$ cat config.mk
export PLATFORM = sky130hd
export DESIGN_NAME = rgb_field_pwm
export DESIGN_NICKNAME = d
export VERILOG_FILES = /design/src/rtl/rgb_field_pwm.sv
export SDC_FILE = /design/constraint.sdc
export NUM_CORES = 2
export LEC_CHECK = 0
export BUFFER_PORTS_ARGS = -buffer_cell sky130_fd_sc_hd__buf_4
export CORE_MARGIN = 1.5
export CORE_UTILIZATION = 61
export DETAILED_ROUTE_END_ITERATION = 12
export GPL_TIMING_DRIVEN = 0
export PLACE_DENSITY = 0.85
export SETUP_SLACK_MARGIN = 0.15
export SYNTH_ARGS = -nofsm -noshare
export SYNTH_HDL_FRONTEND = slang
export SYNTH_SLANG_ARGS = --single-unit
$ cat constraint.sdc
create_clock -name clk -period 3.4 [get_ports clk]
set_input_delay 0.51 -clock clk [delete_from_list [all_inputs] [get_ports clk]]
set_output_delay 0.51 -clock clk [all_outputs]
set_load 0.1 [all_outputs]
$ cat src/rtl/rgb_field_pwm.sv
module rgb_field_pwm #(
  parameter int NUM_CH        = 24,
  parameter int DUTY_W        = 8,
  parameter int TICK_DIV      = 122,
  parameter int PWM_PER_FIELD = 12,
  localparam int CH_AW        = $clog2(NUM_CH)
) (
  input  logic              clk,
  input  logic              rst_n,
  input  logic              wr_en,
  input  logic [CH_AW-1:0]  wr_chan,
  input  logic [1:0]        wr_color,
  input  logic [DUTY_W-1:0] wr_duty,
  output logic [NUM_CH-1:0] pwm_out,
  output logic [1:0]        field_sel
);
  localparam int PRE_W = (TICK_DIV > 1) ? $clog2(TICK_DIV) : 1;
  localparam int CYC_W = (PWM_PER_FIELD > 1) ? $clog2(PWM_PER_FIELD) : 1;
  localparam int NCOL  = 3;

  logic [PRE_W-1:0]  pre_cnt;
  logic [DUTY_W-1:0] pwm_cnt;
  logic [CYC_W-1:0]  cyc_cnt;
  logic [1:0]        field;

  logic [DUTY_W-1:0] shadow [NCOL][NUM_CH];
  logic [DUTY_W-1:0] active [NCOL][NUM_CH];

  wire tick      = pre_cnt == PRE_W'(TICK_DIV - 1);
  wire wrap      = tick && (&pwm_cnt);
  wire field_end = wrap && cyc_cnt == CYC_W'(PWM_PER_FIELD - 1);
  wire wr_ok     = wr_en && wr_color != 2'd3 &&
                   ({1'b0, wr_chan} < (CH_AW + 1)'(NUM_CH));

  always_ff @(posedge clk or negedge rst_n) begin
    if (!rst_n) begin
      pre_cnt <= '0;
      pwm_cnt <= '0;
      cyc_cnt <= '0;
      field   <= 2'd0;
    end else begin
      pre_cnt <= tick ? '0 : pre_cnt + 1'b1;
      if (tick) pwm_cnt <= pwm_cnt + 1'b1;
      if (wrap) cyc_cnt <= field_end ? '0 : cyc_cnt + 1'b1;
      if (field_end) field <= (field == 2'd2) ? 2'd0 : field + 2'd1;
    end
  end

  always_ff @(posedge clk or negedge rst_n) begin
    if (!rst_n) begin
      for (int c = 0; c < NCOL; c++)
        for (int i = 0; i < NUM_CH; i++) begin
          shadow[c][i] <= '0;
          active[c][i] <= '0;
        end
    end else begin
      if (wr_ok) shadow[wr_color][wr_chan] <= wr_duty;
      if (field_end) active <= shadow;
    end
  end

  for (genvar g = 0; g < NUM_CH; g++) begin : g_ch
    assign pwm_out[g] = pwm_cnt < active[field][g];
  end

  assign field_sel = field;
endmodule


==> qor.json <==
{
  "std_cell_rows": {"value": 108},
  "place_congestion": {"value": 0.947},
  "post-route-cell-area": {"value": 62500, "unit": "µm²"},
  "antenna_left": {"value": 0},
  "clock_sink_count": {"value": 1173},
  "cp_max_fo": {"value": 10},
  "cp-end-kind": {"value": "primary output"},
  "critical_setup_path_class": {"value": "flop to primary output"},
  "coreArea": {"value": 86600, "unit": "µm²"},
  "drc": {"value": 0},
  "grt_pass1_vias": {"value": 35156},
  "ys_top_cells_by_area": {"value": "sky130_fd_sc_hd__dfrtp_1, sky130_fd_sc_hd__mux2_2, sky130_fd_sc_hd__mux2_4, sky130_fd_sc_hd__ha_1, sky130_fd_sc_hd__mux2i_1"},
  "timing.final.ws_setup": {"value": -0.917, "unit": "ns"},
  "clock-skew-final": {"value": 0.0368, "unit": "ns"},
  "clkLatencyLatePin": {"value": 0.72, "unit": "ns"},
  "rsz0062_at_grt": {"value": "true"},
  "fillers": {"value": 4926},
  "floorplan.io_pins": {"value": 44},
  "report.power.total": {"value": 29.6, "unit": "mW"},
  "vias_per_cell": {"value": 6.65},
  "detailroute.via_count": {"value": 34137},
  "clockBufferDepth": {"value": 3},
  "start_util": {"value": 61.6, "unit": "%"},
  "start_kind": {"value": "flop"},
  "post_synth_instance_area": {"value": 53300, "unit": "µm²"},
  "dominantRegCellSynth": {"value": "sky130_fd_sc_hd__dfrtp_1"},
  "yosys_warnings": {"value": 0},
  "synth-edff-count": {"value": 0},
  "avg_cell_area_syn": {"value": 14.7, "unit": "µm²"},
  "setup-violations-final": {"value": 24},
  "clock_slew_at_reported_path_ffs": {"value": 0.06, "unit": "ns"},
  "die_width": {"value": 299, "unit": "µm"},
  "period_share": {"value": 127, "unit": "%"},
  "share_of_the_core_filled_with_cells": {"value": 72.1, "unit": "%"},
  "powerDensity": {"value": 473, "unit": "nW/µm²"},
  "detailed_place.area": {"value": 55800, "unit": "µm²"},
  "timing_max_transition_violations_final": {"value": 33},
  "hold_viol_final": {"value": 0},
  "fmaxAchievable": {"value": 232, "unit": "MHz"},
  "die-area": {"value": 89200, "unit": "µm²"},
  "grt_start_max_net_pins": {"value": 187},
  "final_worst_hold_slack": {"value": 0.381, "unit": "ns"},
  "vdd_drop_max": {"value": 0.397, "unit": "mV"},
  "clockRootBuffer": {"value": "sky130_fd_sc_hd__clkbuf_16"},
  "maxCapViolations": {"value": 3},
  "max_slew.worst_pin.slew": {"value": 1.55, "unit": "ns"},
  "min_period": {"value": 4.32, "unit": "ns"},
  "grt_usage": {"value": 36.4, "unit": "%"},
  "yosysSeqAreaShare": {"value": 55.1, "unit": "%"},
  "synth_top_area_share": {"value": 55.1, "unit": "%"},
  "fp.dieH": {"value": 299, "unit": "µm"},
  "failed_checks": {"value": "max-capacitance violations, max-slew violations, negative setup slack"},
  "drtIter0Drc": {"value": 3709},
  "synth_area_leader_cell": {"value": "sky130_fd_sc_hd__dfrtp_1"},
  "ys_types": {"value": 45},
  "post_layout_nets": {"value": 4060},
  "io_buffers": {"value": 35},
  "hold_path_class": {"value": "primary input to async pin"},
  "htree_num_levels": {"value": 3},
  "tritoncts.num_buffers": {"value": 114},
  "detail_route.wirelength": {"value": 167, "unit": "mm"},
  "routed_wirelength_normalized_by_instance_count": {"value": 32.5, "unit": "µm"},
  "post-synth-top-count-cell": {"value": "sky130_fd_sc_hd__dfrtp_1"},
  "dr.pass1.iters": {"value": 5},
  "power_leakage": {"value": 30.4, "unit": "nW"},
  "areaGrowthSynthToFinish": {"value": 17.1, "unit": "%"},
  "initial_antenna_violation_count": {"value": 18},
  "final_layout_size_suffix_gt1_share": {"value": 45.3, "unit": "%"},
  "grt-ovfl-total": {"value": 0},
  "status": {"value": "finished with violations"},
  "ys_top_cells_by_count": {"value": "sky130_fd_sc_hd__dfrtp_1, sky130_fd_sc_hd__mux2_2, sky130_fd_sc_hd__mux2_4"},
  "critical_path_arrival": {"value": 3.81, "unit": "ns"},
  "tritoncts": {"value": "yes"},
  "postSynthNetCount": {"value": 3814},
  "first_pass_grt_wire_length": {"value": 237, "unit": "mm"},
  "postSynthRegisterBits": {"value": 1173},
  "asyncSetResetFlopFracSynth": {"value": 100, "unit": "%"},
  "postSynthCellCount": {"value": 3624},
  "maxSlewHeadroom": {"value": -3.42, "unit": "%"},
  "cp_data_required_time": {"value": 2.89, "unit": "ns"},
  "hpwl_reported_at_the_end_of_detailed_placement": {"value": 99.8, "unit": "mm"}
}
==> power by group <==
group          switching [mW]  total, mW  internal, mW
registers               0.264       14.7          14.4
logic                   0.762       1.17         0.410
clock network            5.70       13.7          8.02
total                    6.73       29.6          22.8
==> per-layer routing <==
layer	up-vias	GRT usage [%]	share of wire, %
met1	17583	46.5	37
met4	20	24.4	8.4
met3	818	11.2	12
met5	-	0.476	0.10
li1	13553	-	-
met2	2163	53.7	43
==> sequential cells by signal (all words and copies together) (netlist names) <==
name	flops
pwm_cnt	8
cyc_cnt	4
pre_cnt	7
active	576
field_sel	2
shadow	576
==> timing repair <==
item / 4_1_cts / 5_1_grt
buffers inserted: 43 / 30
hold buffers: 1 / 0
pin swaps: 56 / 64
gates cloned: 5 / 1
gates resized for setup: 292 / 104
setup endpoints to repair: 24 / 24
endpoints found under the hold margin: 108 / 0
==> cell type report <==
type,count,area (µm²),area share [%]
clock buffers,173,3470,5.55
clock inverters,41,589,0.943
flip-flops and latches,1173,29400,47.0
well taps,1155,1450,2.31
plain buffers,205,2310,3.70
multi-input cells,2243,23500,37.6
diodes,8,20.0,0.0321
repair buffers,130,1760,2.82
inverters,3,11.3,0.0180
==> cell usage in the layout (no fill, tap or decap), types with 6 or more instances in the layout <==
cell type	instances
sky130_fd_sc_hd__clkbuf_2	10
sky130_fd_sc_hd__mux2i_2	19
sky130_fd_sc_hd__buf_12	94
sky130_fd_sc_hd__nand4_1	14
sky130_fd_sc_hd__nand3_1	49
sky130_fd_sc_hd__clkbuf_8	43
sky130_fd_sc_hd__buf_2	15
sky130_fd_sc_hd__mux2i_1	134
sky130_fd_sc_hd__o21ai_0	6
sky130_fd_sc_hd__buf_4	87
sky130_fd_sc_hd__buf_16	16
sky130_fd_sc_hd__dfrtp_1	1164
sky130_fd_sc_hd__buf_6	9
sky130_fd_sc_hd__a221oi_2	7
sky130_fd_sc_hd__o2111ai_1	12
sky130_fd_sc_hd__mux2_2	780
sky130_fd_sc_hd__a221o_1	14
sky130_fd_sc_hd__diode_2	8
sky130_fd_sc_hd__clkinv_2	17
sky130_fd_sc_hd__a31oi_4	12
sky130_fd_sc_hd__clkbuf_4	8
sky130_fd_sc_hd__clkbuf_16	127
sky130_fd_sc_hd__buf_1	8
sky130_fd_sc_hd__bufinv_16	13
sky130_fd_sc_hd__a21o_1	36
sky130_fd_sc_hd__mux2i_4	16
sky130_fd_sc_hd__mux2_4	400
sky130_fd_sc_hd__nor2_2	6
sky130_fd_sc_hd__a21oi_2	36
sky130_fd_sc_hd__o21a_4	10
sky130_fd_sc_hd__dfrtp_2	7
sky130_fd_sc_hd__nand2_1	89
sky130_fd_sc_hd__nor2_1	195
sky130_fd_sc_hd__a2111oi_4	10
sky130_fd_sc_hd__ha_1	167
sky130_fd_sc_hd__buf_8	9
sky130_fd_sc_hd__clkbuf_1	80
sky130_fd_sc_hd__a21oi_1	167
==> worst max-delay path: stages (launching register included) <==
cell                       delay [ns]
sky130_fd_sc_hd__dfrtp_4         0.51
sky130_fd_sc_hd__clkbuf_8        0.18
sky130_fd_sc_hd__nor2_2          0.57
sky130_fd_sc_hd__clkbuf_2        0.76
sky130_fd_sc_hd__a221o_1         0.27
sky130_fd_sc_hd__nand4_1         0.18
sky130_fd_sc_hd__a31oi_4         0.37
sky130_fd_sc_hd__buf_12          0.23
==> per-stage QoR <==
stage / instances / setup TNS (ns) / setup WS, ns
global placement: 4814 / - / -13.79
global route: 5125 / -16.95 / -0.849
CTS: 5092 / -14.27 / -0.695
detailed placement: 4829 / -18.15 / -1.03
finish: 5131 / -17.49 / -0.917
floorplan: 3624 / -1.83 / -0.196
==> logic make-up after synthesis <==
| group | count (synthesis) | share of synthesized area, % |
|---|---|---|
| xor+xnor | 10 | 0.164 |
| compound gates | 321 | 3.65 |
| buf+inv | 208 | 3.01 |
| simple gates | 391 | 3.18 |
| mux | 1349 | 30.9 |
| flops | 1173 | 55.1 |
| fa+ha+maj | 172 | 4.04 |
==> final timing paths <==
path	startpoint	to	slack (ns)	cells past startpoint
max	field_sel[0]	pwm_out[20]	-0.92	7
min	rst_n	cyc_cnt[2]	0.38	2
max reg2reg	pwm_cnt[4]	active[575]	0.19	8
min reg2reg	shadow[521]	active[521]	0.47	1
max in group asynchronous	rst_n	shadow[493]	0.62	5
min in group clk	shadow[521]	active[521]	0.47	1
Power figures use the tool's default switching activity.
